[config.mk]
export PLATFORM = sky130hd
export DESIGN_NAME = ext_bus_arb
export DESIGN_NICKNAME = d
export VERILOG_FILES = /design/src/rtl/ext_bus_arb_pkg.sv /design/src/rtl/ext_bus_req_sync.sv /design/src/rtl/ext_bus_acc_track.sv /design/src/rtl/ext_bus_grant_fsm.sv /design/src/rtl/ext_bus_arb.sv
export SDC_FILE = /design/constraint.sdc
export NUM_CORES = 1
export LEC_CHECK = 0
export BUFFER_PORTS_ARGS = -buffer_cell sky130_fd_sc_hd__buf_2
export CAP_MARGIN = 5
export CORE_AREA = 2 2 39 41
export CTS_CLUSTER_SIZE = 20
export DETAILED_ROUTE_END_ITERATION = 7
export DIE_AREA = 0 0 41 43
export HOLD_SLACK_MARGIN = 0.1
export PLACE_DENSITY_LB_ADDON = 0.2
export SLEW_MARGIN = 20
export SYNTH_ARGS = -nofsm -noshare
export SYNTH_HDL_FRONTEND = slang
export SYNTH_SLANG_ARGS = --single-unit
[constraint.sdc]
create_clock -name clk_i -period 3.41 [get_ports clk_i]
set_input_delay 0.1705 -clock clk_i [delete_from_list [all_inputs] [get_ports clk_i]]
set_output_delay 0.1705 -clock clk_i [all_outputs]
set_load 0.05 [all_outputs]
[src/rtl/ext_bus_arb_pkg.sv]
package ext_bus_arb_pkg;
  typedef enum logic [1:0] {
    ST_IDLE  = 2'd0,
    ST_WAIT  = 2'd1,
    ST_GRANT = 2'd2
  } arb_state_e;
endpackage

[src/rtl/ext_bus_req_sync.sv]
// Free-running synchronizer, no reset: it must keep tracking through reset.
module ext_bus_req_sync #(
  parameter int STAGES = 2
) (
  input  logic clk_i,
  input  logic req_ni,
  output logic req_o
);
  logic [STAGES-1:0] q;

  generate
    if (STAGES == 1) begin : g_one
      always_ff @(posedge clk_i) q[0] <= ~req_ni;
    end else begin : g_chain
      always_ff @(posedge clk_i) q <= {q[STAGES-2:0], ~req_ni};
    end
  endgenerate

  assign req_o = q[STAGES-1];
endmodule

[src/rtl/ext_bus_acc_track.sv]
// Access still owns the port past this cycle; masked while the core is in reset.
module ext_bus_acc_track (
  input  logic rst_ni,
  input  logic acc_busy_i,
  input  logic acc_end_i,
  output logic hold_o
);
  assign hold_o = rst_ni & acc_busy_i & ~acc_end_i;
endmodule

[src/rtl/ext_bus_grant_fsm.sv]
module ext_bus_grant_fsm
  import ext_bus_arb_pkg::*;
(
  input  logic clk_i,
  input  logic legacy_i,
  input  logic req_seen_i,
  input  logic acc_hold_i,
  output logic grant_o
);
  arb_state_e state_q, state_d;

  always_comb begin
    state_d = state_q;
    unique case (state_q)
      ST_IDLE:  if (req_seen_i) state_d = acc_hold_i ? ST_WAIT : ST_GRANT;
      ST_WAIT:  if (!req_seen_i) state_d = ST_IDLE;
                else if (!acc_hold_i) state_d = ST_GRANT;
      ST_GRANT: if (!req_seen_i) state_d = ST_IDLE;
      default:  state_d = ST_IDLE;
    endcase
  end

  // Unreset on purpose: arbitration runs through reset and any stale
  // state clears within one cycle once the request is seen high.
  always_ff @(posedge clk_i) state_q <= state_d;

  // Legacy: grant follows the raw request combinationally.
  assign grant_o = ((state_q == ST_GRANT) && (!legacy_i || req_seen_i)) ||
                   (legacy_i && (state_q == ST_IDLE) && req_seen_i && !acc_hold_i);
endmodule

[src/rtl/ext_bus_arb.sv]
module ext_bus_arb #(
  parameter int SYNC_STAGES = 2,
  parameter int MAX_HOLD    = 8
) (
  input  logic clk_i,
  input  logic rst_ni,
  input  logic bus_req_ni,
  input  logic legacy_mode_i,
  input  logic acc_busy_i,
  input  logic acc_end_i,
  output logic bus_grant_no,
  output logic drv_en_o,
  output logic core_stall_o
);
  logic req_sync, req_seen, acc_hold, grant;

  ext_bus_req_sync #(.STAGES(SYNC_STAGES)) u_sync (
    .clk_i  (clk_i),
    .req_ni (bus_req_ni),
    .req_o  (req_sync)
  );

  ext_bus_acc_track u_track (
    .rst_ni     (rst_ni),
    .acc_busy_i (acc_busy_i),
    .acc_end_i  (acc_end_i),
    .hold_o     (acc_hold)
  );

  assign req_seen = legacy_mode_i ? ~bus_req_ni : req_sync;

  ext_bus_grant_fsm u_fsm (
    .clk_i      (clk_i),
    .legacy_i   (legacy_mode_i),
    .req_seen_i (req_seen),
    .acc_hold_i (acc_hold),
    .grant_o    (grant)
  );

  assign bus_grant_no = ~grant;
  assign drv_en_o     = ~grant;
  assign core_stall_o = grant;
endmodule

==> key figures, run 1 <==
Clock network
  • # resized after CTS: 0
  • CTS Hold Buffers Added: 0
  • CTS Sinks: 4
  • Clk buf depth: 2
  • H-tree depth: 1
  • CTS tree: built
  • Total CTS buffers: 3
  • Skew-Pair Late Insertion Delay: 0.24 ns
  • Worst-path clk slew: 0.04 ns
  • Post-CTS Setup Repair Bufs: 0
  • CTS Root Cell: clkbuf_4

Route
  • DR iter-0 viols: 8
  • DRC violations left: 0
  • Total number of vias: 202
  • Final wirelength: 458 microns
  • Pre-Repair DR Iteration Count: 4
  • Vias per std cell: 4.12
  • Routed Antenna Nets: 0
  • Routed len/inst: 9.35 microns

Global route
  • Number of global-route vias before repair: 180
  • Initial antenna violation count: 0
  • Global route overflow: 0
  • GRT Resource Usage Total: 7.53%
  • Largest net degree at the start of global routing: 9
  • Global-route wire length before repair: 800 microns

Worst setup path
  • Reg2reg end: u_fsm.state_q[1]$_DFFE_PP_
  • Cells along the critical path: a21oi_1 -> a211o_2 -> buf_2
  • Crit Path Category: flip-flop to output port
  • FF-to-FF path depth: 3
  • Arr. time, crit path: 1.31 ns
  • Crit-path max FO: 6
  • Setup slack on the worst flop-to-flop path: 2.13 ns
  • R2r startpoint: u_fsm.state_q[1]$_DFFE_PP_
  • Worst path top cell family by delay: flip-flops
  • Max stage delay cell, worst path: edfxtp_1
  • Startpoint Class: flip-flop
  • Buf/Inv on CP: 1
  • Setup crit end kind: output port
  • Data required, critical path: 3.24 ns
  • Critical path's largest stage delay: 0.49 ns

STA
  • Slew HR: 81.3%
  • Slew @ Worst Pin: 0.281 ns
  • Setup Viol. Count Final: 0
  • F_max: 673 MHz
  • Total negative slack: 0 ns
  • RSZ-0062 raised after global routing: no
  • Min Tclk post-route: 1.49 ns
  • Final Cycle Share: 43.6%
  • Hold Vio Cnt, Final: 0
  • Slew Viols, Final: 0
  • Final Skew: 0.00903 ns

Synth
  • Area share of fa/ha/maj cells after synthesis: 0%
  • Compound-gate portion of the synthesized area: 24.5%
  • Mapped Nets: 29
  • Mux contribution to synthesized area: 0%
  • Main combinational cell family by area after synthesis: simple AND/OR/NAND/NOR gates
  • Main synth FF type: edfxtp_1
  • Yosys cell types: 18
  • Cell accounting for the most synthesized area: edfxtp_1
  • Seq cells post-synth: 4
  • Cells after Synth: 23
  • Post-synthesis sequential area ratio: 38.5%
  • Post-Syn Area: 260 sq um
  • XOR/XNOR Fraction of Synth Area: 0%
  • Avg Cell Area, Syn: 11.3 sq um
  • Synth area leaders: edfxtp_1 (23%), dfxtp_1 (15%), a2111oi_4 (11%), nand3b_4 (7.7%), nand2b_4 (5.3%)
  • YS warnings: 0
  • EDFF count, synth: 2
  • Post-synth top cells: a21oi_1 (2), dfxtp_1 (2), edfxtp_1 (2), inv_1 (2), nor2_1 (2)
  • Area share of the largest cell type after synthesis: 23.1%
  • Post-synth ARST share: 0%
  • Simple-gate share of the synthesized area: 29.3%

Placement
  • IO Port Bufs: 8
  • Placed cells: 45
  • GP Congestion: 0.752

Final layout
  • Diode count: 0
  • Share of layout cells above drive strength 1: 48.5%
  • FILL cells: 160
  • Post-layout net count: 40
  • Final instance count without filler cells: 49
  • P&R area growth vs syn: 28.4%
  • Post-layout util: 24.1%

Power and ir drop
  • Worst vdd ir: 0.306 mV
  • Pwr Total: 289 uW
  • Leakage power: 0.147 nW
  • P per Cell Area: 865 nW/um^2

Status
  • Outcome: finished clean

Die
  • Die Y: 43 microns
  • Total core area: 1380 sq um
  • Starting Density: 18.8%
  • Die area: 1760 sq um
  • Width of the die: 41 microns
  • Row count: 14
  • I/O pin cnt: 9

Min path
  • WHS Path Cells: 2
  • Min-Delay Endpoint: u_sync.q[0]$_DFF_P_
  • Worst Hold Launch: bus_req_ni
  • Worst hold path class: input port to flip-flop

Flow run
  • Max cap viols: 0
layout make-up:
class                   count  area [sq um]  area share [%]
flip-flops and latches      4           100            30.0
repair buffers              8          40.0            12.0
clock buffers               4          26.3            7.87
inverters                   2          7.51            2.25
well taps                  16          20.0            5.99
multi-input cells          15           140            41.9
sequential cells by signal, summed over array words and instances (netlist names):
| signal | count |
|---|---|
| u_fsm.state_q | 2 |
| u_sync.q | 2 |
metrics by stage:
stage	setup slack [ns]	cell area (sq um)	hold WS [ns]
6_report	1.92	334	0.130
3_3_place_gp	2.17	308	0.311
3_5_place_dp	2.13	308	0.315
2_1_floorplan	1.54	260	0.227
4_1_cts	1.91	334	0.125
5_1_grt	1.83	334	0.136
placed cells by master (no fill, tap or decap):
cell / n
buf_2: 8
clkbuf_4: 3
inv_1: 2
a21oi_1: 2
nor2_1: 2
edfxtp_1: 2
dfxtp_1: 2
nand2b_1: 1
nand2b_4: 1
or2b_1: 1
and3_1: 1
nand3b_4: 1
a2111oi_4: 1
nor3_2: 1
nor3_1: 1
a311oi_1: 1
a211oi_1: 1
a211o_2: 1
clkbuf_1: 1
power by group:
part	internal (mW)	leakage, nW	switching [mW]
clock network	0.0439	0.0150	0.0202
logic	0.0400	0.0939	0.0887
registers	0.0707	0.0379	0.0254
per-layer routing:
layer	share of wire (%)	wire length, microns	track usage [%]
met1	45	205	9.32
met2	49	225	7.81
met3	5.9	27	4.71
met4	0	0	8.00
met5	0	0	0
worst max path at each step:
| stage | end | slack (ns) | depth (start not counted) | start |
|---|---|---|---|---|
| 6_report | bus_grant_no | 1.92 | 3 | u_fsm.state_q[1]$_DFFE_PP_ |
| 2_1_floorplan | core_stall_o | 1.54 | 2 | u_fsm.state_q[0]$_DFFE_PP_ |
| 3_5_place_dp | u_fsm.state_q[0]$_DFFE_PP_ | 2.13 | 3 | u_fsm.state_q[1]$_DFFE_PP_ |
| 4_1_cts | bus_grant_no | 1.91 | 3 | u_fsm.state_q[1]$_DFFE_PP_ |
| 5_1_grt | core_stall_o | 1.83 | 3 | u_fsm.state_q[1]$_DFFE_PP_ |
| 3_3_place_gp | u_fsm.state_q[0]$_DFFE_PP_ | 2.17 | 3 | u_fsm.state_q[1]$_DFFE_PP_ |
cell families after synthesis:
group / Yosys count
AO/OA/AOI/OAI: 6
buffers and inverters: 4
flip-flops: 4
AND/OR/NAND/NOR: 9
worst reg2reg max path, cell delays in order (launching register included):
cell and delay, ns:
edfxtp_1 0.49, or2b_1 0.20, a21oi_1 0.04, nor3_2 0.24
(Power assumes the default switching activity.)
==> run 2, diff against run 1 <==
==> constraint.sdc (replaced) <==
create_clock -name clk_i -period 1.5 [get_ports clk_i]
set_input_delay 0.075 -clock clk_i [delete_from_list [all_inputs] [get_ports clk_i]]
set_output_delay 0.075 -clock clk_i [all_outputs]
set_load 0.05 [all_outputs]
==> key figures, run 2 (synthesized netlist as in run 1, its figures left out) <==
Clock network
  • Skew-Pair Late Insertion Delay: 0.25 ns (about the same)
  • CTS Sinks: 4 (unchanged)
  • H-tree depth: 1 (unchanged)
  • CTS tree: built
  • Total CTS buffers: 3 (unchanged)
  • Clk buf depth: 2 (unchanged)
  • Worst-path clk slew: 0.05 ns (about the same)
  • Post-CTS Setup Repair Bufs: 0 (unchanged)
  • CTS Root Cell: clkbuf_4

Final layout
  • Leading cell type in the layout, fill and taps excluded: buf_2
  • Multi-input gate area: 149 sq um (+6.3%)
  • Most frequent cells in the layout: buf_2 (8), clkbuf_4 (3)
  • Regs by FF count: u_fsm.state_q x2, u_sync.q x2
  • Share of layout cells above drive strength 1: 52.9% (+4.5 points)
  • P&R area growth vs syn: 35.6%
  • Diode count: 0 (unchanged)
  • Post-layout util: 25.5% (+1.4 points)
  • Final instance count without filler cells: 50 (+2.0%)
  • FILL cells: 150 (-6.3%)
  • Register area: 100 sq um (unchanged)
  • Post-layout net count: 41 (+2.5%)

Worst setup path
  • Data required, critical path: 1.44 ns (-1.80 ns)
  • Crit Path Category: input port to flip-flop
  • Buf/Inv on CP: 2 (+1)
  • Critical path's largest stage delay: 0.53 ns (+0.04 ns)
  • Worst path top cell family by delay: buffers and inverters
  • Cells along the critical path: dlygate4sd3_1 -> buf_2 -> nand2b_1 -> and3_1 -> nor3_2
  • Setup crit end kind: flip-flop
  • Max stage delay cell, worst path: dlygate4sd3_1
  • Arr. time, crit path: 1.37 ns (+0.06 ns)
  • Startpoint Class: input port
  • Crit-path max FO: 4 (-2)

Route
  • DR iter-0 viols: 7 (-1)
  • Pre-Repair DR Iteration Count: 4 (unchanged)
  • Routed len/inst: 9.20 microns (-1.6%)
  • Total number of vias: 207 (+2.5%)
  • DRC violations left: 0 (unchanged)
  • Vias per std cell: 4.14 (+0.43%)
  • Final wirelength: 460 microns (+0.44%)
  • Routed Antenna Nets: 0 (unchanged)

Min path
  • Worst hold path class: input port to flip-flop

STA
  • Min Tclk post-route: 1.43 ns
  • F_max: 699 MHz
  • Hold Vio Cnt, Final: 0 (unchanged)
  • Slew HR: 81.9% (+0.62 points)
  • Slew Viols, Final: 0 (unchanged)
  • Setup Viol. Count Final: 0 (unchanged)
  • Final Cycle Share: 95.4%
  • Slew @ Worst Pin: 0.272 ns (-0.00937 ns)
  • RSZ-0062 raised after global routing: no
  • Hold slack: 0.262 ns (+0.132 ns)
  • Total negative slack: 0 ns (unchanged)
  • Final Skew: 0.0155 ns (+0.00643 ns)

Status
  • Outcome: finished clean

Die
  • Starting Density: 18.8% (unchanged)
  • Die area: 1760 sq um (unchanged)
  • I/O pin cnt: 9 (unchanged)
  • Total core area: 1380 sq um (unchanged)
  • Width of the die: 41 microns (unchanged)
  • Die Y: 43 microns (unchanged)
  • Row count: 14 (unchanged)

Power and ir drop
  • Leakage power: 0.152 nW (+3.7%)
  • P per Cell Area: 1920 nW/um^2 (+120%)
  • Worst vdd ir: 1.01 mV (+230%)

Global route
  • Number of global-route vias before repair: 202 (+12%)
  • Largest net degree at the start of global routing: 9 (unchanged)
  • GRT Resource Usage Total: 7.44% (-0.085 points)
  • Global route overflow: 0 (unchanged)
  • Global-route wire length before repair: 821 microns (+2.6%)
  • Initial antenna violation count: 0 (unchanged)

Placement
  • Placed cells: 45 (unchanged)
  • IO Port Bufs: 8 (unchanged)
  • GP Congestion: 0.706 (-6.1%)
  • Post-DP HPWL: 344 microns

Flow run
  • Max cap viols: 0 (unchanged)
-- run 2: cell count changes in the layout (fill, tap and decap cells not counted), sizes merged --
| cell | delta |
|---|---|
| dlygate4sd3 | +1 |
-- run 2: per-stage QoR --
| stage | worst slack (ns) | instance area [sq um] | power (mW) |
|---|---|---|---|
| 4_1_cts | 0.0522 | 349 | 0.680 |
| 3_3_place_gp | 0.214 | 313 | 0.518 |
| 6_report | 0.0695 | 353 | 0.677 |
| 5_1_grt | 0.00759 | 353 | 0.719 |
| 2_1_floorplan | 0.205 | 265 | 0.482 |
| 3_5_place_dp | 0.224 | 313 | 0.519 |
-- run 2: per-layer routing --
| metal | wire length, microns | GRT usage [%] | vias to the layer above |
|---|---|---|---|
| li1 | - | - | 104 |
| met1 | 215 | 8.41 | 96 |
| met2 | 221 | 9.38 | 7 |
| met3 | 23 | 4.71 | 0 |
| met4 | 0 | 6.00 | 0 |
| met5 | 0 | 0 | - |
-- run 2: worst min-delay path: cells and delay by family --
family	cells	cell delay, ns
and+or+nand+nor	2	0.15
buffers and inverters	1	0.11
-- run 2: power breakdown --
part	total [mW]	internal, mW	switching (mW)
logic	0.305	0.0979	0.207
clock network	0.153	0.100	0.0526
registers	0.220	0.161	0.0591
total	0.677	0.359	0.318
-- run 2: cell type report --
class,instances,share of cell area (%)
Tap cell,16,5.67
Inverter,2,2.13
Clock buffer,4,7.45
Timing Repair Buffer,9,14.2
Multi-Input combinational cell,15,42.2
Sequential cell,4,28.4
-- run 2: what timing repair did --
action,4_1_cts,5_1_grt
hold buffers,1,0
setup endpoints to repair,0,2
gates resized for setup,0,1
endpoints found under the hold margin,1,0
-- run 2: final timing paths --
kind,start,end,slack (ns),cells past startpoint
setup reg to reg,u_fsm.state_q[1]$_DFFE_PP_,u_fsm.state_q[1]$_DFFE_PP_,0.21,3
setup / recovery,bus_req_ni,u_fsm.state_q[1]$_DFFE_PP_,0.07,5
hold reg to reg,u_sync.q[0]$_DFF_P_,u_sync.q[1]$_DFF_P_,0.32,0
hold / removal,rst_ni,u_fsm.state_q[0]$_DFFE_PP_,0.26,3
